### config.mk
export PLATFORM = sky130hd
export DESIGN_NAME = pcs_slice
export DESIGN_NICKNAME = d
export VERILOG_FILES = /design/src/rtl/pcs_pkg.sv /design/src/rtl/pcs_ctl_reg.sv /design/src/rtl/pcs_src_mux.sv /design/src/rtl/pcs_frac_div.sv /design/src/rtl/pcs_slice.sv
export SDC_FILE = /design/constraint.sdc
export NUM_CORES = 1
export LEC_CHECK = 0
export ABC_CLOCK_PERIOD_IN_PS = 4200
export CAP_MARGIN = 20
export CORE_AREA = 2 2 62 64
export CTS_CLUSTER_DIAMETER = 100
export DETAILED_ROUTE_END_ITERATION = 8
export DIE_AREA = 0 0 64 66
export MAX_ROUTING_LAYER = met4
export PLACE_DENSITY = 0.71
export SYNTH_ARGS = -nofsm -noshare
export SYNTH_HDL_FRONTEND = slang
export SYNTH_SLANG_ARGS = --single-unit
export TNS_END_PERCENT = 20
### constraint.sdc
create_clock -name clk -period 4.2 [get_ports clk]
set_clock_uncertainty 0.2 [all_clocks]
set_input_delay 1.05 -clock clk [delete_from_list [all_inputs] [get_ports clk]]
set_output_delay 1.05 -clock clk [all_outputs]
set_load 0.1 [all_outputs]
### src/rtl/pcs_pkg.sv
// Package: layout of the peripheral clock control word.
// Assumes a 32-bit word; field positions are fixed because software decodes them.
package pcs_pkg;
    localparam int WORD_W   = 32;
    localparam int BIT_AVAIL = 31;
    localparam int BIT_RUN   = 30;
    localparam int BIT_RLS   = 28;
    localparam int SEL_LSB   = 24;
    localparam int SEL_W     = 3;
    localparam int NUM_LSB   = 3;
    localparam int NUM_W     = 1;
    localparam int DEN_LSB   = 0;
    localparam int DEN_W     = 3;
    localparam logic [WORD_W-1:0] RESET_WORD = 32'h8000_0000;
endpackage

### src/rtl/pcs_ctl_reg.sv
// Module: control word storage with the write lock.
// Holds gate, reset-release, source select, numerator and divider.
// Assumes single-cycle writes. When PRESENT is 0, every field reads 0 and writes are dropped.
module pcs_ctl_reg #(
    parameter bit PRESENT = 1'b1,
    parameter int SEL_W   = pcs_pkg::SEL_W,
    parameter int NUM_W   = pcs_pkg::NUM_W,
    parameter int DEN_W   = pcs_pkg::DEN_W
) (
    input  logic                        clk,
    input  logic                        rst_n,
    input  logic                        wr_en,
    input  logic [pcs_pkg::WORD_W-1:0]  wr_data,
    output logic [pcs_pkg::WORD_W-1:0]  rd_data,
    output logic                        run,
    output logic                        rls,
    output logic [SEL_W-1:0]            sel,
    output logic [NUM_W-1:0]            num,
    output logic [DEN_W-1:0]            den
);
    import pcs_pkg::*;

    generate
        if (PRESENT) begin : g_fitted
            logic             run_q, rls_q;
            logic [SEL_W-1:0] sel_q;
            logic [NUM_W-1:0] num_q;
            logic [DEN_W-1:0] den_q;
            logic             locked;
            logic             unused_bits;

            // A write leaves the rate fields alone when the gate is open and stays open.
            assign locked = run_q && wr_data[BIT_RUN];

            // Store the control fields; the gate and reset bits are always writable.
            always_ff @(posedge clk) begin
                if (!rst_n) begin
                    run_q <= 1'b0;
                    rls_q <= 1'b0;
                    sel_q <= '0;
                    num_q <= '0;
                    den_q <= '0;
                end else if (wr_en) begin
                    run_q <= wr_data[BIT_RUN];
                    rls_q <= wr_data[BIT_RLS];
                    if (!locked) begin
                        sel_q <= wr_data[SEL_LSB +: SEL_W];
                        num_q <= wr_data[NUM_LSB +: NUM_W];
                        den_q <= wr_data[DEN_LSB +: DEN_W];
                    end
                end
            end

            // Build the read-back word; the reserved bits stay zero.
            always_comb begin
                rd_data                       = '0;
                rd_data[BIT_AVAIL]            = 1'b1;
                rd_data[BIT_RUN]              = run_q;
                rd_data[BIT_RLS]              = rls_q;
                rd_data[SEL_LSB +: SEL_W]     = sel_q;
                rd_data[NUM_LSB +: NUM_W]     = num_q;
                rd_data[DEN_LSB +: DEN_W]     = den_q;
            end

            assign run = run_q;
            assign rls = rls_q;
            assign sel = sel_q;
            assign num = num_q;
            assign den = den_q;
            assign unused_bits = ^{wr_data[BIT_AVAIL], wr_data[29], wr_data[27], wr_data[23:4]};
        end else begin : g_absent
            logic unused_bits;

            // The slice is not fitted: constant zero outputs.
            assign rd_data = '0;
            assign run     = 1'b0;
            assign rls     = 1'b0;
            assign sel     = '0;
            assign num     = '0;
            assign den     = '0;
            assign unused_bits = ^{clk, rst_n, wr_en, wr_data};
        end
    endgenerate
endmodule

### src/rtl/pcs_src_mux.sv
// Module: picks one source clock-enable input.
// Assumes the number of sources equals 2**SEL_W, so every select value is a valid index.
module pcs_src_mux #(
    parameter int SEL_W   = pcs_pkg::SEL_W,
    localparam int NUM_SRC = 1 << SEL_W
) (
    input  logic [NUM_SRC-1:0] src_en,
    input  logic [SEL_W-1:0]   sel,
    output logic               hit
);
    // Route the selected source pulse.
    assign hit = src_en[sel];
endmodule

### src/rtl/pcs_frac_div.sv
// Module: zero-based fractional divider built as a phase accumulator.
// Each source pulse adds min(num+1, den+1). Reaching den+1 wraps the phase and emits a pulse.
// Assumes NUM_W <= DEN_W. The phase is held at zero while the gate is closed.
module pcs_frac_div #(
    parameter int NUM_W = pcs_pkg::NUM_W,
    parameter int DEN_W = pcs_pkg::DEN_W,
    localparam int SUM_W = DEN_W + 1
) (
    input  logic             clk,
    input  logic             rst_n,
    input  logic             run,
    input  logic             hit,
    input  logic [NUM_W-1:0] num,
    input  logic [DEN_W-1:0] den,
    output logic             pulse,
    output logic [DEN_W-1:0] acc_q
);
    logic [SUM_W-1:0] modulus, step_raw, step, sum, diff;
    logic             wrap;

    // Work out the step, clamped to one wrap per source pulse, and the next phase.
    always_comb begin
        modulus  = {1'b0, den} + SUM_W'(1);
        step_raw = {{(SUM_W-NUM_W){1'b0}}, num} + SUM_W'(1);
        step     = (step_raw > modulus) ? modulus : step_raw;
        sum      = {1'b0, acc_q} + step;
        diff     = sum - modulus;
        wrap     = (sum >= modulus);
    end

    // Emit in the same cycle as the source pulse.
    assign pulse = run && hit && wrap;

    // Advance the phase on each source pulse while gated on.
    always_ff @(posedge clk) begin
        if (!rst_n || !run) begin
            acc_q <= '0;
        end else if (hit) begin
            acc_q <= wrap ? diff[DEN_W-1:0] : sum[DEN_W-1:0];
        end
    end
endmodule

### src/rtl/pcs_slice.sv
// Module: top of the peripheral clock control slice.
// Joins the control word, the source mux and the fractional divider.
// Assumes a single clock domain; the output is a clock-enable, not a clock.
module pcs_slice #(
    parameter bit PRESENT = 1'b1
) (
    input  logic                                clk,
    input  logic                                rst_n,
    input  logic                                wr_en,
    input  logic [pcs_pkg::WORD_W-1:0]          wr_data,
    output logic [pcs_pkg::WORD_W-1:0]          rd_data,
    input  logic [(1 << pcs_pkg::SEL_W)-1:0]    src_en,
    output logic                                clk_en_out,
    output logic                                periph_rst_n
);
    import pcs_pkg::*;

    logic             run, rls, hit;
    logic [SEL_W-1:0] sel;
    logic [NUM_W-1:0] num;
    logic [DEN_W-1:0] den;
    logic [DEN_W-1:0] div_acc;

    pcs_ctl_reg #(.PRESENT(PRESENT), .SEL_W(SEL_W), .NUM_W(NUM_W), .DEN_W(DEN_W)) u_reg (
        .clk(clk), .rst_n(rst_n), .wr_en(wr_en), .wr_data(wr_data), .rd_data(rd_data),
        .run(run), .rls(rls), .sel(sel), .num(num), .den(den)
    );

    pcs_src_mux #(.SEL_W(SEL_W)) u_mux (
        .src_en(src_en), .sel(sel), .hit(hit)
    );

    pcs_frac_div #(.NUM_W(NUM_W), .DEN_W(DEN_W)) u_div (
        .clk(clk), .rst_n(rst_n), .run(run), .hit(hit), .num(num), .den(den),
        .pulse(clk_en_out), .acc_q(div_acc)
    );

    // The reset-release bit drives the peripheral reset directly.
    assign periph_rst_n = rls;
endmodule

==> metrics <==
status finished, violations left; failing checks negative setup slack; Hold Path End u_reg.rls$_SDFFE_PN0P_; routed len/inst 10.4 um; Reg2Reg Depth 15; die width 64 um; R2R Setup Slk 0.87 ns; synthesized cell area 1090 um2; vias 892; sequential area share after synthesis 22.0%; Starting Density 30.8%; sw power 0.247 mW; largest net degree at the start of global routing 11; Setup TNS -0.168 ns; Fillers 361; IO Port Bufs 30; number of global-route vias before repair 868; Yosys warning count 0; worst-margin pin slew 0.975 ns; Sequential Power Share 25.5%; synth top area cells dfxtp_1 22%, buf_4 18%, ha_1 10%; Ports 77; placed cells 201; slowest CP cell fa_2; Pwr Total 0.498 mW; top_reg_cell synth dfxtp_1; Comb pwr share 60.0%; row count 22; Final Hold Viols 0; Clock Root Buffer clkbuf_4; Die Y 66 um; Post-DP HPWL 1.68 mm; min-delay src u_reg.rls$_SDFFE_PN0P_; Setup WS pre-CTS -0.0340 ns; global-route usage over all layers 11.3%; # hold bufs at CTS 0; mean post-synth cell area 8.95 um2; crit end category output port; Leak 0.662 nW; Synth async-reset ratio 0%; Post-synth EDFFs 0; slowest stage delay, CP 0.45 ns; setup violators final 1; DRT Pass-1 Iters 4; Finished Layout Cells 206; number of synthesized register bits 12; Gate Count Post-Synth 122; antenna cells 0; Antenna Nets Post-Route 0; Power Density 320 nW/um2; DR vias/cell 4.33; share of layout cells above drive strength 1 20.9%; Worst-Skew Late Latency 0.26 ns; Crit path required time 2.95 ns; CTS buffer count 3; final worst slack -0.168 ns; Slew Limit Headroom 34.8%; maximum vdd drop 0.168 mV; RSZ-0062 raised after global routing yes; Netlist cell types 32; Pint 0.251 mW; utilization after layout 43.8%; clk buf depth 2; CTS tree yes; first-pass GRT wire length 3.71 mm; die area 4220 um2; final worst path period share 104%; Worst-path clk slew 0.07 ns; GRT Residual Overflow 0; hold_ws 0.350 ns; share of the synthesized area in the top cell type 22.0%; Clock power frac 14.5%; Iter 0 DRT Violations 17; Reg area 251 um2; hold depth 2; Layout Nets 212; Arr. time, crit path 3.12 ns; worst r2r dst u_div.acc_q[1]$_SDFFE_PP0P_; cell area after layout 1560 um2; DRT Wirelength 2.14 mm; CTS sink cnt 12; CP cell instances ha_4 -> xor2_4 -> nor3b_2 -> a21oi_2 -> a2bb2oi_2 -> ha_2 -> inv_2 -> fa_2 -> buf_6 -> nand2b_1 -> a211o_1 -> a21oi_4 -> buf_12; Layout area overhead 42.5%; max-cap violations 0; worst hold path type reg2reg; Max Transition Viols Final 0; CP Max Fanout 4; drt drc 0; crit path from u_reg.den[0]$_SDFFE_PN0P_; area of the multi-input gates 816 um2; Cell Area, Placed 1460 um2; sw frac 49.6%; GPL Wtd Cong 0.879; RR Startpoint u_reg.den[0]$_SDFFE_PN0P_; Max Freq 229 MHz; core area 3550 um2; Synth area leader dfxtp_1; initial antenna violation count 0; critical path type reg2out; Worst Setup Start Kind register; CTS H-Tree Depth 1; Period minus WS final 4.37 ns
[flip-flops by register name (all words and copies together), names as in the netlist]
signal and count:
u_reg.rls 1, u_div.acc_q 3, u_reg.den 3, u_reg.sel 3, u_reg.num 1, u_reg.run 1
[routing by layer]
layer  routed length (um)  GRT usage [%]
met5                    0              -
met2                 1090           18.6
met4                   15           5.43
met3                  121           1.70
met1                  915           13.7
[cell usage after synthesis, types with 2 or more instances]
cell and instances:
a21boi_0 2, a21o_1 4, a21oi_1 6, a31oi_1 2, buf_4 26, conb_1 2
dfxtp_1 12, ha_1 9, inv_1 7, mux2i_1 8, mux4_1 2, nand2_1 2
nand3_1 4, nor2_1 3, nor2b_1 11, o21ai_0 4, xor2_1 3
[worst max-delay path by stage]
stage | depth (start not counted) | endpoint | slack, ns
finish | 13 | clk_en_out | -0.17
global route | 14 | clk_en_out | -0.32
CTS | 14 | clk_en_out | -0.23
detailed placement | 14 | clk_en_out | -0.03
global placement | 14 | clk_en_out | -0.008
floorplan | 13 | clk_en_out | -0.30
[cells in the final DEF (no fill, tap or decap), types with 2 or more instances in the layout]
cell type and instances:
clkdlybuf4s50_1 29, conb_1 24, nor2b_1 11, dfxtp_1 9
mux2i_1 8, buf_4 7, inv_1 5, nand3_1 4
a21o_1 4, ha_1 4, nor2_1 3, o21ai_0 3
a21oi_1 3, ha_4 3, clkbuf_4 3, dfxtp_4 3
xor2_1 2, a21oi_4 2, mux4_1 2, a31oi_1 2
a21boi_0 2, ha_2 2
[worst max-delay path: cells and delay by family (launching register included)]
family / cells / cell delay [ns]
DFF: 1 / 0.37
adders and majority gates: 3 / 0.80
xor gates and xnor gates: 1 / 0.15
and+or+nand+nor: 2 / 0.39
buffers and inverters: 3 / 0.38
AOI/OAI and AO/OA: 4 / 0.75
[power by group through the flow]
stage	Sequential (mW)	Clock, mW	Combinational [mW]
after floorplan	0.158	0	0.212
after global placement	0.129	0	0.280
after detailed placement	0.129	0	0.281
after CTS	0.127	0.0776	0.290
after global routing	0.128	0.0835	0.315
final	0.127	0.0724	0.299
[layout make-up]
cell class / instances / share of cell area (%)
Tap cell: 48 / 3.86
Sequential cell: 12 / 16.2
Timing Repair Buffer: 38 / 24.0
Clock buffer: 4 / 1.69
Multi-Input combinational cell: 97 / 52.4
Inverter: 7 / 1.85
[cell families (layout without fill, tap and decap cells)]
| group | after synthesis | count (layout) | share of synthesized area, % |
|---|---|---|---|
| multiplexers | 11 | 11 | 13.5 |
| other | 2 | 24 | 0.688 |
| XOR/XNOR | 4 | 4 | 3.21 |
| adder cells (fa/ha/maj) | 10 | 10 | 12.1 |
| flip-flops | 12 | 12 | 22.0 |
| AO/OA/AOI/OAI | 25 | 25 | 15.7 |
| AND/OR/NAND/NOR | 23 | 23 | 11.7 |
| buffers and inverters | 35 | 49 | 21.1 |
[timing repair]
| item | 4_1_cts | 5_1_grt |
|---|---|---|
| gates resized for setup | 5 | 6 |
| setup buffers | 0 | 1 |
| setup endpoints to repair | 1 | 1 |
| pin swaps | 5 | 8 |
Note: power is estimated with default switching activity, not from simulation.
